### config.mk
export PLATFORM = sky130hd
export DESIGN_NAME = mca_cloak_ctrl
export DESIGN_NICKNAME = d
export VERILOG_FILES = /design/src/rtl/mca_cloak_ctrl.sv
export SDC_FILE = /design/constraint.sdc
export NUM_CORES = 1
export LEC_CHECK = 0
export BUFFER_PORTS_ARGS = -buffer_cell sky130_fd_sc_hd__buf_2
export CAP_MARGIN = 40
export CORE_MARGIN = 4
export CORE_UTILIZATION = 53
export DETAILED_ROUTE_END_ITERATION = 7
export GPL_ROUTABILITY_DRIVEN = 1
export PLACE_DENSITY = 0.79
export SLEW_MARGIN = 20
export SYNTH_ARGS = -nofsm -noshare
export SYNTH_HDL_FRONTEND = slang
export SYNTH_SLANG_ARGS = --single-unit
export TNS_END_PERCENT = 30
### constraint.sdc
create_clock -name clk -period 5.3 [get_ports clk]
set_clock_uncertainty 0.1 [all_clocks]
set_input_delay 0.53 -clock clk [delete_from_list [all_inputs] [get_ports clk]]
set_output_delay 0.53 -clock clk [all_outputs]
set_load 0.02 [all_outputs]
### src/rtl/mca_cloak_ctrl.sv
module mca_cloak_ctrl #(
  parameter int ADDR_W      = 12,
  parameter int NBANK       = 4,
  parameter int BANK_STRIDE = 4,
  parameter logic [ADDR_W-1:0] CTRL_ADDR = 12'h052,
  parameter logic [ADDR_W-1:0] BANK_BASE = 12'h401,
  localparam int BW = (NBANK > 1) ? $clog2(NBANK) : 1
) (
  input  logic              clk,
  input  logic              rst_n,
  input  logic              mgmt_mode,
  input  logic [ADDR_W-1:0] reg_addr,
  input  logic              reg_rd,
  input  logic              reg_wr,
  input  logic [63:0]       reg_wdata,
  output logic [63:0]       reg_rdata,
  output logic              reg_fault,
  input  logic              log_valid,
  input  logic [BW-1:0]     log_bank,
  input  logic [63:0]       log_status,
  output logic              irq_pend,
  input  logic              irq_ack
);

  localparam logic [63:0]       CTRL_KEEP = 64'h0000_0000_0000_0201;
  localparam logic [ADDR_W-1:0] STRIDE_A  = ADDR_W'(BANK_STRIDE);
  localparam logic [ADDR_W-1:0] NBANK_A   = ADDR_W'(NBANK);

  function automatic logic is_corr(input logic [63:0] w);
    return w[63] && !w[61] && !w[57];
  endfunction

  function automatic logic is_unc(input logic [63:0] w);
    return w[63] && w[61] && !w[57];
  endfunction

  logic [63:0] bank_q [NBANK];
  logic        cloak_q, irqen_q;
  logic [63:0] rdata_d;

  wire [ADDR_W-1:0] off     = reg_addr - BANK_BASE;
  wire              st_hit  = (reg_addr >= BANK_BASE) && ((off % STRIDE_A) == '0)
                              && ((off / STRIDE_A) < NBANK_A);
  wire [BW-1:0]     idx     = BW'(off / STRIDE_A);
  wire [63:0]       st_val  = bank_q[idx];
  wire              ctl_hit = (reg_addr == CTRL_ADDR);
  wire              priv_bad = ctl_hit && (reg_rd || reg_wr) && !mgmt_mode;
  wire              res_bad  = ctl_hit && reg_wr && mgmt_mode && |(reg_wdata & ~CTRL_KEEP);
  wire              fault_d  = priv_bad || res_bad;
  wire              ctl_we   = ctl_hit && reg_wr && mgmt_mode && !res_bad;
  wire              pend_d   = (irq_pend && !irq_ack) || (log_valid && irqen_q && is_unc(log_status));

  always_comb begin
    rdata_d = '0;
    if (reg_rd && !fault_d) begin
      if (ctl_hit)
        rdata_d = {54'b0, irqen_q, 8'b0, cloak_q};
      else if (st_hit)
        rdata_d = (cloak_q && !mgmt_mode && is_corr(st_val)) ? '0 : st_val;
    end
  end

  always_ff @(posedge clk) begin
    if (!rst_n) begin
      cloak_q   <= 1'b0;
      irqen_q   <= 1'b0;
      reg_rdata <= '0;
      reg_fault <= 1'b0;
      irq_pend  <= 1'b0;
    end else begin
      if (ctl_we) begin
        cloak_q <= reg_wdata[0];
        irqen_q <= reg_wdata[9];
      end
      reg_rdata <= rdata_d;
      reg_fault <= fault_d;
      irq_pend  <= pend_d;
    end
  end

  always_ff @(posedge clk) begin
    for (int i = 0; i < NBANK; i++) begin
      if (!rst_n)
        bank_q[i] <= '0;
      else if (log_valid && log_bank == BW'(i))
        bank_q[i] <= log_status;
      else if (reg_wr && st_hit && idx == BW'(i))
        bank_q[i] <= reg_wdata;
    end
  end

  a_r3_priv_keeps_ctrl: assert property (@(posedge clk) disable iff (!rst_n)
    (ctl_hit && reg_wr && !mgmt_mode) |=> (reg_fault && $stable(cloak_q) && $stable(irqen_q)));

  a_r4_reserved_faults: assert property (@(posedge clk) disable iff (!rst_n)
    (ctl_hit && reg_wr && mgmt_mode && |reg_wdata[8:1]) |=> (reg_fault && $stable(irqen_q)));

  a_r2_ctrl_read_clean: assert property (@(posedge clk) disable iff (!rst_n)
    (ctl_hit && reg_rd && mgmt_mode) |=> (reg_rdata[63:10] == '0 && reg_rdata[8:1] == '0));

  a_r6_cloak_zero: assert property (@(posedge clk) disable iff (!rst_n)
    (reg_rd && st_hit && !mgmt_mode && cloak_q && is_corr(st_val)) |=> (reg_rdata == '0));

  a_r7_mgmt_true: assert property (@(posedge clk) disable iff (!rst_n)
    (reg_rd && st_hit && mgmt_mode) |=> (reg_rdata == $past(st_val)));

  a_r8_pend_set: assert property (@(posedge clk) disable iff (!rst_n)
    (log_valid && irqen_q && is_unc(log_status)) |=> irq_pend);

  a_r9_pend_hold: assert property (@(posedge clk) disable iff (!rst_n)
    (irq_pend && !irq_ack) |=> irq_pend);

  a_r10_unmapped_quiet: assert property (@(posedge clk) disable iff (!rst_n)
    ((reg_rd || reg_wr) && !st_hit && !ctl_hit) |=> (!reg_fault && reg_rdata == '0));

endmodule

==> flow_metrics.tcl <==
set metrics [dict create \
    power_frac_clock_pct 40.0 \
    async_flop_share_pct 0 \
    rr_endpoint "reg_rdata[58]" \
    hp-class "primary input to flip-flop" \
    die_h_um 185.5 \
    first_global_vias 11961 \
    synthTopCellsByArea "edfxtp_1 46%, mux2i_1 14%, a22o_1 13%" \
    r2r-start "bank_q[0][57]" \
    post_cts_resized 0 \
    htreeDepth 2 \
    setup_violations 0 \
    placementRows 64 \
    fillCellCount 2266 \
    ys_types 53 \
    ys_ff_latch 324 \
    avgSynthCellArea_um2 14.27 \
    dpl_worst_slack_ns 1.610 \
    die-area_mm2 0.03440 \
    swShare_pct 23.46 \
    cts_tree "done" \
    cts_root_buffer "clkbuf_16" \
    cts_sinks 324 \
    power_switching_mw 1.418 \
    synth_top_area_share_pct 46.05 \
    rsz0062_at_grt "false" \
    vias 11896 \
    grt_pass1_wl_um 67790 \
    ioPinCount 215 \
    place.gp.congestion 0.8355 \
    synth_ff_type "edfxtp_1" \
    worst_pin_slew_ns 0.8821 \
    synth_edf_count 256 \
    drt_iter0_markers 1202 \
    start_util_pct 54.15 \
    use_met2_pct 43.18 \
    syn_nets 1319 \
    max_slew_margin_pct 40.65 \
    p_int_mw 4.626 \
    p_per_area_mw_per_mm2 313.3 \
    min_period_over_period_pct 59.31 \
    postCtsSetupBuffers 0 \
    synth_top_area_cell "edfxtp_1" \
    crit_fanout 37 \
    period_needed_ns 3.143 \
    via_per_inst 6.698 \
    grt_antenna_before_repair 15 \
    reg2reg_slack_ns 2.95 \
    final-hold-violation-count 0 \
    core_region_area_mm2 0.03083 \
    holdPathStages 3 \
    finalMaxSlewViolations 0 \
    synth_most_common_cell "a22o_1" \
    io_buffers 214 \
    grt-busiest-layer "met2" \
    wl_per_cell_um 25.63 \
    drt_pre_antenna_iters 5 \
    worstSetupPathType "primary input to flip-flop" \
    die_w_um 185.5 \
    nets 1494 \
    pwr-share-seq_pct 49.2 \
    required_ns 5.57 \
    comb_power_share_pct 10.8 \
    reg2regPathDepth 6 \
    min_to "irqen_q" \
    end_kind "flip-flop" \
    setup_ws_ns 2.157 \
    cp-start-kind "primary input" \
    met1_usage_pct 32.19 \
    drive_gt1_share_pct 27.86 \
    drc 0 \
    grtUsageMet3_pct 5.706 \
    status "finished, final reports clean" \
    gr-total-overflow 0 \
    clk_pin_slew_ns 0.06 \
    holdWs_ns 0.2231 \
    drv_cap 0 \
    p_leak_nw 7.431 \
    grt_max_degree 65 \
    synthesis.instances 1170 \
    postRouteAntennaNets 0 \
    yosys_warnings 0 \
    cts_hold_buf 0 \
    area_growth_pct 15.57 \
    grt_use_total_pct 25.68 \
    min_from "reg_wdata[9]" \
    cts_max_path_buffers 3 \
    cp.arrival_ns 3.42 \
    max_freq_mhz 318.1 \
    syn_area_mm2 0.01669 \
    insertion_delay_ns 0.52 \
    synth_common_cells "257 x a22o_1, 256 x edfxtp_1, 240 x mux2i_1" \
    dpl.hpwl_um 28600 \
    peakVddDrop_v 0.0002019 \
    fin_tns_setup_ns 0 \
    seq_area_frac_synth_pct 54.20 \
    drt_wl_total_um 45520 \
    cts_made_buffers 36 \
]
registers in the layout, indices dropped and copies added, names as in the netlist:
register   cells
irqen_q        1
cloak_q        1
reg_fault      1
irq_pend       1
reg_rdata     64
bank_q       256
cell families (layout without fill, tap and decap cells):
family | after synthesis | after routing | synth area share (%)
other cells | 0 | 9 | 0
mux | 304 | 304 | 22.69
simple gates | 140 | 140 | 4.557
flops | 324 | 324 | 54.20
compound gates | 290 | 290 | 14.97
buf+inv | 112 | 313 | 3.583
worst max-delay path, stage by stage:
cell	delay (ns)
buf_4	0.52
buf_4	0.74
nand2_1	0.12
o22ai_1	0.17
nand2_1	0.13
nor2_4	0.45
buf_4	0.48
a22o_1	0.20
per-layer routing:
metal / vias up / routed length, µm
li1: 5171 / -
met3: 133 / 4446
met4: 14 / 1542
met1: 5870 / 16770
met5: - / 92
met2: 708 / 22670
through the flow:
step / area [µm²] / power (mW) / instances / utilization, %
CTS: 19200 / 6.060 / 1764 / 62.29
detailed placement: 18060 / 3.674 / 1700 / 58.60
floorplan: 16690 / 3.428 / 1170 / -
finish: 19290 / 6.044 / 1776 / 62.58
global placement: 17920 / 3.632 / 1694 / 58.13
global route: 19290 / 6.247 / 1774 / 62.56
worst max path at each step:
stage / to / startpoint / depth (start not counted)
after CTS: bank_q[3][7] / reg_addr[2] / 8
final: bank_q[3][7] / reg_addr[2] / 8
after floorplan: bank_q[3][0] / reg_addr[9] / 4
after detailed placement: bank_q[3][51] / reg_addr[2] / 8
after global routing: bank_q[3][43] / reg_addr[2] / 8
after global placement: bank_q[3][44] / reg_addr[2] / 8
power by group through the flow:
stage                     logic [mW]  clock network, mW  registers, mW
after floorplan                0.418                  0           3.01
after global placement         0.613                  0           3.02
after detailed placement       0.646                  0           3.03
after CTS                      0.648               2.44           2.97
after global routing           0.697               2.56           2.99
final                          0.653               2.42           2.98
cell type report:
type | instances | area [µm²] | share of cell area, %
multi-input cells | 734 | 7118 | 36.89
clock inverters | 17 | 145.1 | 0.7523
clock buffers | 47 | 993.5 | 5.149
flip-flops and latches | 324 | 9049 | 46.90
diodes | 9 | 22.52 | 0.1167
well taps | 396 | 495.5 | 2.568
inverters | 3 | 11.26 | 0.05837
repair buffers | 246 | 1459 | 7.562
cell usage in the layout (no fill, tap or decap), types with 3 or more instances in the layout:
cell	instances
clkinv_2	6
diode_2	9
nand4_1	5
inv_1	3
a22o_1	257
buf_12	5
dfxtp_1	68
buf_16	4
a21oi_1	3
clkinv_1	4
buf_4	25
nor2_1	63
nand2_1	8
mux2_2	5
mux4_2	59
and3_1	5
clkbuf_1	7
nor4_1	17
nand3_1	6
or4_1	4
clkinvlp_4	3
o22ai_1	4
edfxtp_1	256
clkbuf_8	3
clkbuf_16	37
buf_2	212
mux2i_1	240
o31ai_1	5
o221ai_1	6
o21ai_0	4
Power figures use the tool's default switching activity.
